File: config.mk
export PLATFORM = sky130hd
export DESIGN_NAME = sdram_bank_ctrl
export DESIGN_NICKNAME = d
export VERILOG_FILES = /design/src/rtl/sdram_bank_pkg.sv /design/src/rtl/sdram_row_tracker.sv /design/src/rtl/sdram_refresh_timer.sv /design/src/rtl/sdram_cmd_drive.sv /design/src/rtl/sdram_bank_ctrl.sv
export SDC_FILE = /design/constraint.sdc
export NUM_CORES = 1
export LEC_CHECK = 0
export BUFFER_PORTS_ARGS = -buffer_cell sky130_fd_sc_hd__buf_4
export CORE_MARGIN = 2
export CORE_UTILIZATION = 50
export CTS_BUF_LIST = sky130_fd_sc_hd__clkbuf_8
export DETAILED_ROUTE_END_ITERATION = 7
export GPL_ROUTABILITY_DRIVEN = 1
export PLACE_DENSITY_LB_ADDON = 0.2
export SLEW_MARGIN = 20
export SYNTH_ARGS = -nofsm -noshare
export SYNTH_HDL_FRONTEND = slang
export SYNTH_SLANG_ARGS = --single-unit
export TNS_END_PERCENT = 5
File: constraint.sdc
create_clock -name clk_i -period 4 [get_ports clk_i]
set_input_delay 0.2 -clock clk_i [delete_from_list [all_inputs] [get_ports clk_i]]
set_output_delay 0.2 -clock clk_i [all_outputs]
set_load 0.02 [all_outputs]
File: src/rtl/sdram_bank_pkg.sv
package sdram_bank_pkg;

  // {cs_n, ras_n, cas_n, we_n}
  typedef enum logic [3:0] {
    CMD_REF  = 4'b0001,
    CMD_PRE  = 4'b0010,
    CMD_ACT  = 4'b0011,
    CMD_WRIT = 4'b0100,
    CMD_READ = 4'b0101,
    CMD_NOP  = 4'b0111
  } sd_cmd_e;

  typedef enum logic [3:0] {
    S_IDLE, S_HNOP, S_PRE, S_TRP, S_ACT, S_RCD, S_COL,
    S_RDW, S_WREC, S_PALL, S_RTRP, S_REF, S_RFCW
  } ctrl_state_e;

endpackage

File: src/rtl/sdram_row_tracker.sv
module sdram_row_tracker #(
  parameter int NUM_BANKS = 2,
  parameter int ROW_W     = 12,
  parameter int BA_W      = 1
) (
  input  logic             clk_i,
  input  logic             rst_ni,
  input  logic             open_set_i,
  input  logic             close_i,
  input  logic             close_all_i,
  input  logic [BA_W-1:0]  upd_bank_i,
  input  logic [ROW_W-1:0] upd_row_i,
  input  logic [BA_W-1:0]  lk_bank_i,
  input  logic [ROW_W-1:0] lk_row_i,
  output logic             lk_open_o,
  output logic             lk_hit_o
);

  logic [NUM_BANKS-1:0] open_q;
  logic [ROW_W-1:0]     row_q [NUM_BANKS];

  for (genvar b = 0; b < NUM_BANKS; b++) begin : g_bank
    logic sel;
    assign sel = (upd_bank_i == BA_W'(b));
    always_ff @(posedge clk_i or negedge rst_ni) begin
      if (!rst_ni) begin
        open_q[b] <= 1'b0;
        row_q[b]  <= '0;
      end else if (close_all_i || (close_i && sel)) begin
        open_q[b] <= 1'b0;
      end else if (open_set_i && sel) begin
        open_q[b] <= 1'b1;
        row_q[b]  <= upd_row_i;
      end
    end
  end

  assign lk_open_o = open_q[lk_bank_i];
  assign lk_hit_o  = (row_q[lk_bank_i] == lk_row_i);

endmodule

File: src/rtl/sdram_refresh_timer.sv
module sdram_refresh_timer #(
  parameter int REF_INTERVAL = 780
) (
  input  logic clk_i,
  input  logic rst_ni,
  input  logic served_i,
  output logic pending_o
);

  localparam int CW = $clog2(REF_INTERVAL + 1);

  logic [CW-1:0] cnt_q;
  logic          due;

  assign due = (cnt_q == CW'(REF_INTERVAL - 1));

  always_ff @(posedge clk_i or negedge rst_ni) begin
    if (!rst_ni) begin
      cnt_q     <= '0;
      pending_o <= 1'b0;
    end else begin
      cnt_q <= due ? '0 : cnt_q + 1'b1;
      if (due)           pending_o <= 1'b1;
      else if (served_i) pending_o <= 1'b0;
    end
  end

endmodule

File: src/rtl/sdram_cmd_drive.sv
module sdram_cmd_drive
  import sdram_bank_pkg::*;
#(
  parameter int ROW_W  = 12,
  parameter int COL_W  = 8,
  parameter int DATA_W = 16,
  parameter int MASK_W = 2,
  parameter int BA_W   = 1,
  parameter int AP_BIT = 10
) (
  input  ctrl_state_e       state_i,
  input  logic              wr_i,
  input  logic              open_row_i,
  input  logic [BA_W-1:0]   ba_i,
  input  logic [ROW_W-1:0]  row_i,
  input  logic [COL_W-1:0]  col_i,
  input  logic [MASK_W-1:0] mask_i,
  input  logic [DATA_W-1:0] wdata_i,
  output logic              cs_n_o,
  output logic              ras_n_o,
  output logic              cas_n_o,
  output logic              we_n_o,
  output logic [BA_W-1:0]   ba_o,
  output logic [ROW_W-1:0]  addr_o,
  output logic [MASK_W-1:0] dqm_o,
  output logic [DATA_W-1:0] dq_o,
  output logic              dq_oe_o
);

  sd_cmd_e cmd;

  always_comb begin
    cmd     = CMD_NOP;
    ba_o    = ba_i;
    addr_o  = '0;
    dq_o    = '0;
    dq_oe_o = 1'b0;
    dqm_o   = mask_i;
    unique case (state_i)
      S_IDLE, S_PALL, S_RTRP, S_REF, S_RFCW: dqm_o = '1;
      default: ;
    endcase
    unique case (state_i)
      S_PRE: cmd = CMD_PRE;
      S_ACT: begin
        cmd    = CMD_ACT;
        addr_o = row_i;
      end
      S_COL: begin
        cmd                 = wr_i ? CMD_WRIT : CMD_READ;
        addr_o[COL_W-1:0]   = col_i;
        addr_o[AP_BIT]      = !open_row_i;
        if (wr_i) begin
          dq_o    = wdata_i;
          dq_oe_o = 1'b1;
        end
      end
      S_PALL: begin
        cmd            = CMD_PRE;
        ba_o           = '0;
        addr_o[AP_BIT] = 1'b1;
      end
      S_REF: begin
        cmd  = CMD_REF;
        ba_o = '0;
      end
      default: ;
    endcase
  end

  assign {cs_n_o, ras_n_o, cas_n_o, we_n_o} = cmd;

endmodule

File: src/rtl/sdram_bank_ctrl.sv
module sdram_bank_ctrl
  import sdram_bank_pkg::*;
#(
  parameter int NUM_BANKS    = 2,
  parameter int ROW_W        = 12,
  parameter int COL_W        = 8,
  parameter int DATA_W       = 16,
  parameter int MASK_W       = DATA_W / 8,
  parameter int AP_BIT       = 10,
  parameter int T_RCD        = 2,
  parameter int CAS_LAT      = 2,
  parameter int T_RWL        = 1,
  parameter int T_AP         = 2,
  parameter int T_RFC        = 4,
  parameter int REF_INTERVAL = 780,
  parameter int BA_W         = (NUM_BANKS > 1) ? $clog2(NUM_BANKS) : 1
) (
  input  logic              clk_i,
  input  logic              rst_ni,
  input  logic              open_row_i,
  input  logic              trp_sel_i,
  input  logic              req_valid_i,
  input  logic              req_write_i,
  input  logic [BA_W-1:0]   req_bank_i,
  input  logic [ROW_W-1:0]  req_row_i,
  input  logic [COL_W-1:0]  req_col_i,
  input  logic [MASK_W-1:0] req_mask_i,
  input  logic [DATA_W-1:0] req_wdata_i,
  output logic              req_ack_o,
  output logic              rd_valid_o,
  output logic [DATA_W-1:0] rd_data_o,
  output logic              sd_cs_n_o,
  output logic              sd_ras_n_o,
  output logic              sd_cas_n_o,
  output logic              sd_we_n_o,
  output logic [BA_W-1:0]   sd_ba_o,
  output logic [ROW_W-1:0]  sd_addr_o,
  output logic [MASK_W-1:0] sd_dqm_o,
  output logic [DATA_W-1:0] sd_dq_o,
  output logic              sd_dq_oe_o,
  input  logic [DATA_W-1:0] sd_dq_i
);

  localparam int T_WGAP   = T_RWL + T_AP;
  localparam int MAX_A    = (T_RCD > CAS_LAT) ? T_RCD : CAS_LAT;
  localparam int MAX_B    = (T_WGAP > T_RFC) ? T_WGAP : T_RFC;
  localparam int MAX_WAIT = (MAX_A > MAX_B) ? MAX_A : MAX_B;
  localparam int CNT_W    = $clog2(MAX_WAIT + 1);

  ctrl_state_e       state_q, state_d;
  logic [CNT_W-1:0]  cnt_q, cnt_d;
  logic              wr_q;
  logic [BA_W-1:0]   ba_q;
  logic [ROW_W-1:0]  row_q;
  logic [COL_W-1:0]  col_q;
  logic [MASK_W-1:0] mask_q;
  logic [DATA_W-1:0] wdata_q;
  logic              take, capture;
  logic              trk_set, trk_close, trk_close_all;
  logic              lk_open, lk_hit;
  logic              ref_pend, ref_served;

  assign take      = (state_q == S_IDLE) && !ref_pend && req_valid_i;
  assign req_ack_o = take;

  always_comb begin
    state_d       = state_q;
    cnt_d         = cnt_q;
    trk_set       = 1'b0;
    trk_close     = 1'b0;
    trk_close_all = 1'b0;
    ref_served    = 1'b0;
    capture       = 1'b0;
    unique case (state_q)
      S_IDLE: begin
        if (ref_pend)                             state_d = S_PALL;
        else if (req_valid_i) begin
          if (lk_open && lk_hit && open_row_i)    state_d = req_write_i ? S_COL : S_HNOP;
          else if (lk_open)                       state_d = S_PRE;
          else                                    state_d = S_ACT;
        end
      end
      S_HNOP: state_d = S_COL;
      S_PRE: begin
        trk_close = 1'b1;
        state_d   = trp_sel_i ? S_TRP : S_ACT;
      end
      S_TRP: state_d = S_ACT;
      S_ACT: begin
        trk_set = 1'b1;
        if (T_RCD <= 1) state_d = S_COL;
        else begin
          state_d = S_RCD;
          cnt_d   = CNT_W'(T_RCD - 2);
        end
      end
      S_RCD: begin
        if (cnt_q == '0) state_d = S_COL;
        else             cnt_d   = cnt_q - 1'b1;
      end
      S_COL: begin
        trk_close = !open_row_i;
        if (!wr_q) begin
          state_d = S_RDW;
          cnt_d   = CNT_W'(CAS_LAT - 1);
        end else if (open_row_i) begin
          state_d = S_IDLE;
        end else begin
          state_d = S_WREC;
          cnt_d   = CNT_W'(T_WGAP - 1);
        end
      end
      S_RDW: begin
        if (cnt_q == '0) begin
          capture = 1'b1;
          state_d = S_IDLE;
        end else cnt_d = cnt_q - 1'b1;
      end
      S_WREC: begin
        if (cnt_q == '0) state_d = S_IDLE;
        else             cnt_d   = cnt_q - 1'b1;
      end
      S_PALL: begin
        trk_close_all = 1'b1;
        state_d       = trp_sel_i ? S_RTRP : S_REF;
      end
      S_RTRP: state_d = S_REF;
      S_REF: begin
        ref_served = 1'b1;
        state_d    = S_RFCW;
        cnt_d      = CNT_W'(T_RFC - 1);
      end
      S_RFCW: begin
        if (cnt_q == '0) state_d = S_IDLE;
        else             cnt_d   = cnt_q - 1'b1;
      end
      default: state_d = S_IDLE;
    endcase
  end

  always_ff @(posedge clk_i or negedge rst_ni) begin
    if (!rst_ni) begin
      state_q    <= S_IDLE;
      cnt_q      <= '0;
      wr_q       <= 1'b0;
      ba_q       <= '0;
      row_q      <= '0;
      col_q      <= '0;
      mask_q     <= '0;
      wdata_q    <= '0;
      rd_valid_o <= 1'b0;
      rd_data_o  <= '0;
    end else begin
      state_q    <= state_d;
      cnt_q      <= cnt_d;
      rd_valid_o <= capture;
      if (capture) rd_data_o <= sd_dq_i;
      if (take) begin
        wr_q    <= req_write_i;
        ba_q    <= req_bank_i;
        row_q   <= req_row_i;
        col_q   <= req_col_i;
        mask_q  <= req_mask_i;
        wdata_q <= req_wdata_i;
      end
    end
  end

  sdram_row_tracker #(
    .NUM_BANKS(NUM_BANKS), .ROW_W(ROW_W), .BA_W(BA_W)
  ) u_tracker (
    .clk_i       (clk_i),
    .rst_ni      (rst_ni),
    .open_set_i  (trk_set),
    .close_i     (trk_close),
    .close_all_i (trk_close_all),
    .upd_bank_i  (ba_q),
    .upd_row_i   (row_q),
    .lk_bank_i   (req_bank_i),
    .lk_row_i    (req_row_i),
    .lk_open_o   (lk_open),
    .lk_hit_o    (lk_hit)
  );

  sdram_refresh_timer #(
    .REF_INTERVAL(REF_INTERVAL)
  ) u_refresh (
    .clk_i     (clk_i),
    .rst_ni    (rst_ni),
    .served_i  (ref_served),
    .pending_o (ref_pend)
  );

  sdram_cmd_drive #(
    .ROW_W(ROW_W), .COL_W(COL_W), .DATA_W(DATA_W),
    .MASK_W(MASK_W), .BA_W(BA_W), .AP_BIT(AP_BIT)
  ) u_drive (
    .state_i    (state_q),
    .wr_i       (wr_q),
    .open_row_i (open_row_i),
    .ba_i       (ba_q),
    .row_i      (row_q),
    .col_i      (col_q),
    .mask_i     (mask_q),
    .wdata_i    (wdata_q),
    .cs_n_o     (sd_cs_n_o),
    .ras_n_o    (sd_ras_n_o),
    .cas_n_o    (sd_cas_n_o),
    .we_n_o     (sd_we_n_o),
    .ba_o       (sd_ba_o),
    .addr_o     (sd_addr_o),
    .dqm_o      (sd_dqm_o),
    .dq_o       (sd_dq_o),
    .dq_oe_o    (sd_dq_oe_o)
  );

endmodule

==> reports/qor.csv <==
metric,value,unit
worst skew pair latency,370,ps
RSZ-0062 raised after global routing,no,
"Seq/Total Area, Yosys",0.5098,
H-tree depth,3,
placed instance area,5858,sq um
Async SR Flop Fraction,1.000,
DRT antenna net count,0,
P_leak,3.114,nW
core area,9684,sq um
Num CTS Buffers,9,
Slew Limit Fails,0,
num rows,36,
reg2reg path depth,3,
Internal,2.667,mW
FF-to-FF Start,state_q[2]$_DFFE_PN0P_,
Final WS setup,1087,ps
fin crit share,0.7281,
die width,103.6,um
CTS sink cnt,101,
initial antenna violation count,0,
Fmax achieved,343.3,MHz
Yosys reg bits,101,
critical path class,register to output pin,
PortBufs,113,
final instance area,6123,sq um
max_slew headroom,0.2723,
Place WS,1327,ps
Synthesis Warnings,0,
Post-Syn Area,4957,sq um
Hold Buf Count CTS,5,
number of diodes,0,
Critical Path Fanout Max,26,
die height,103.6,um
DR vias/cell,5.271,
final std cells w/o fill,731,
grt ovf,0,
Clk network pwr share,0.156,
Comb pwr share,0.446,
CTS Root Cell,clkbuf_8,
starting density of the core,0.5119,
P_sw,1.791,mW
sequential power share,0.398,
placed insts,710,
vias in the first global route,3846,
Synthesized Nets,551,
clock buffer depth,2,
hold_sp,req_wdata_i[6],
DRC viols,0,
Max-Cap Viols,0,
setup_tns,0,ps
Synth top cells by count,"128 x nand2_1, 101 x dfrtp_1, 44 x mux2_2",
io pins,115,
die area,10730,sq um
post-CTS sizing,0,
Final setup viols,0,
R2R setup slack,1310,ps
HPWL Detailed,8111,um
required time of the worst setup path,3800,ps
PD cells,728.0,nW/um^2
Post-synth top flop,dfrtp_1,
Netlist cell types,54,
post-layout minimum cycle time,2913,ps
Yosys top cell area share,0.5098,
area grow syn2layout,23.52,%
synth top area cells,"dfrtp_1 51%, mux2_2 10%, nand2_1 9.7%",
"count leader, synth",nand2_1,
clk_skew,15.70,ps
Final Hold Fails,0,
"Avg Cell Area, Syn",10.18,sq um
# fillers,820,
Sw Ratio,0.4018,
Total GRT Usage,0.2206,
Reg-to-Reg End,u_tracker.row_q[21]$_DFFE_PN0P_,
largest net degree at the start of global routing,68,
CTS clock-pin slew for the worst setup and hold paths,110,ps
Cells after Synth,487,
CP endpoint kind,output pin,
Synth area leader,dfrtp_1,
VDD IR-drop max,0.0003604,V
DRT iter0 DRCs,192,
Nets,657,
CP Launch Type,register,
total wire length,11500,um
global-route wire length before repair,19250,um
postcts setup bufs,0,
layout cell share with drive strength beyond 1,0.3127,
CTS tree,built,
pin slew with the least headroom to its limit,1086,ps
hold crit path type,input pin to register,
WP data arrival,2710,ps
Worst Hold Path EP,wdata_q[6]$_DFFE_PN0P_,
via count,3853,
routed len/inst,15.73,um
Initial DRT Pass Iterations,4,
GP Congestion,0.8774,
hold path cells,3,
status,finished clean,
number of synthesized flops with an enable pin,0,
-- metal layers --
metal	part of all wire	routed length, um	track usage
met4	0.019	223	0.07336
met5	0	0	0
met1	0.44	5087	0.3009
met3	0.046	529	0.04531
met2	0.49	5658	0.3548
-- how the worst max path moves through the flow --
stage	from	end
2_1_floorplan	state_q[3]$_DFFE_PN0P_	state_q[3]$_DFFE_PN0P_
3_3_place_gp	state_q[1]$_DFFE_PN0P_	col_q[1]$_DFFE_PN0P_
3_5_place_dp	state_q[2]$_DFFE_PN0P_	u_tracker.row_q[21]$_DFFE_PN0P_
4_1_cts	state_q[1]$_DFFE_PN0P_	req_ack_o
5_1_grt	state_q[0]$_DFFE_PN0P_	req_ack_o
6_report	state_q[1]$_DFFE_PN0P_	req_ack_o
-- registers in the layout, indices dropped and copies added, names as in the netlist --
| signal | flops |
|---|---|
| cnt_q | 3 |
| wr_q | 1 |
| rd_data_o | 16 |
| u_refresh.cnt_q | 10 |
| row_q | 12 |
| u_refresh.pending_o | 1 |
| state_q | 4 |
| u_tracker.row_q | 24 |
| ba_q | 1 |
| mask_q | 2 |
| u_tracker.open_q | 2 |
| rd_valid_o | 1 |
| wdata_q | 16 |
| col_q | 8 |
-- worst max-delay path: stages, from the launching register on --
cell      delay, ps
dfrtp_1         820
or4_4           290
nor2_1           50
nand2_1         120
clkinv_1        640
buf_4           430
-- stage by stage --
| stage | total power, mW | hold slack (ps) | util |
|---|---|---|---|
| after floorplan | 3.128 | -95.59 | - |
| after global placement | 3.722 | 362.0 | 0.6049 |
| after detailed placement | 3.794 | 362.2 | 0.6049 |
| after CTS | 4.493 | 1.131 | 0.6323 |
| after global routing | 4.779 | 6.386 | 0.6323 |
| final | 4.458 | 12.74 | 0.6323 |
-- kinds of logic (layout without fill, tap and decap cells) --
group / Yosys count / count (layout) / synth area share
AND/OR/NAND/NOR: 216 / 216 / 0.2027
flip-flops: 101 / 101 / 0.5098
AO/OA/AOI/OAI: 54 / 54 / 0.08329
other: 1 / 1 / 0.0007565
XOR/XNOR: 18 / 18 / 0.03180
buffers and inverters: 36 / 147 / 0.03584
multiplexers: 58 / 58 / 0.1282
adder cells (fa/ha/maj): 3 / 3 / 0.007573
-- power groups by stage --
| stage | Clock (mW) | Sequential, mW | Combinational (mW) |
|---|---|---|---|
| after floorplan | 0 | 1.73 | 1.40 |
| after global placement | 0 | 1.77 | 1.95 |
| after detailed placement | 0 | 1.80 | 2.00 |
| after CTS | 0.711 | 1.77 | 2.01 |
| after global routing | 0.759 | 1.84 | 2.18 |
| final | 0.694 | 1.78 | 1.99 |
-- cells in the final DEF (no fill, tap or decap), types with 3 or more instances in the layout --
| cell | count |
|---|---|
| a221oi_1 | 3 |
| nor4_1 | 4 |
| o21ai_0 | 7 |
| nand2b_1 | 5 |
| dlygate4sd3_1 | 5 |
| nand2_1 | 128 |
| clkbuf_8 | 10 |
| ha_1 | 3 |
| dfrtp_1 | 101 |
| a22o_1 | 9 |
| xnor2_1 | 11 |
| and3_1 | 21 |
| xor2_1 | 7 |
| mux2i_1 | 14 |
| a21oi_1 | 15 |
| nand4_1 | 3 |
| buf_4 | 117 |
| mux2_2 | 44 |
| a211oi_1 | 4 |
| nor2_1 | 26 |
| nor2b_1 | 4 |
| inv_1 | 8 |
| nand3_1 | 5 |
-- layout make-up --
| type | instances | area (sq um) | area share |
|---|---|---|---|
| Clock buffer | 10 | 137.6 | 0.02248 |
| Sequential cell | 101 | 2527 | 0.4127 |
| Inverter | 9 | 33.78 | 0.005517 |
| Clock inverter | 6 | 77.57 | 0.01267 |
| Tap cell | 133 | 166.4 | 0.02718 |
| Multi-Input combinational cell | 350 | 2252 | 0.3678 |
| Timing Repair Buffer | 122 | 928.4 | 0.1516 |
(Power assumes the default switching activity.)
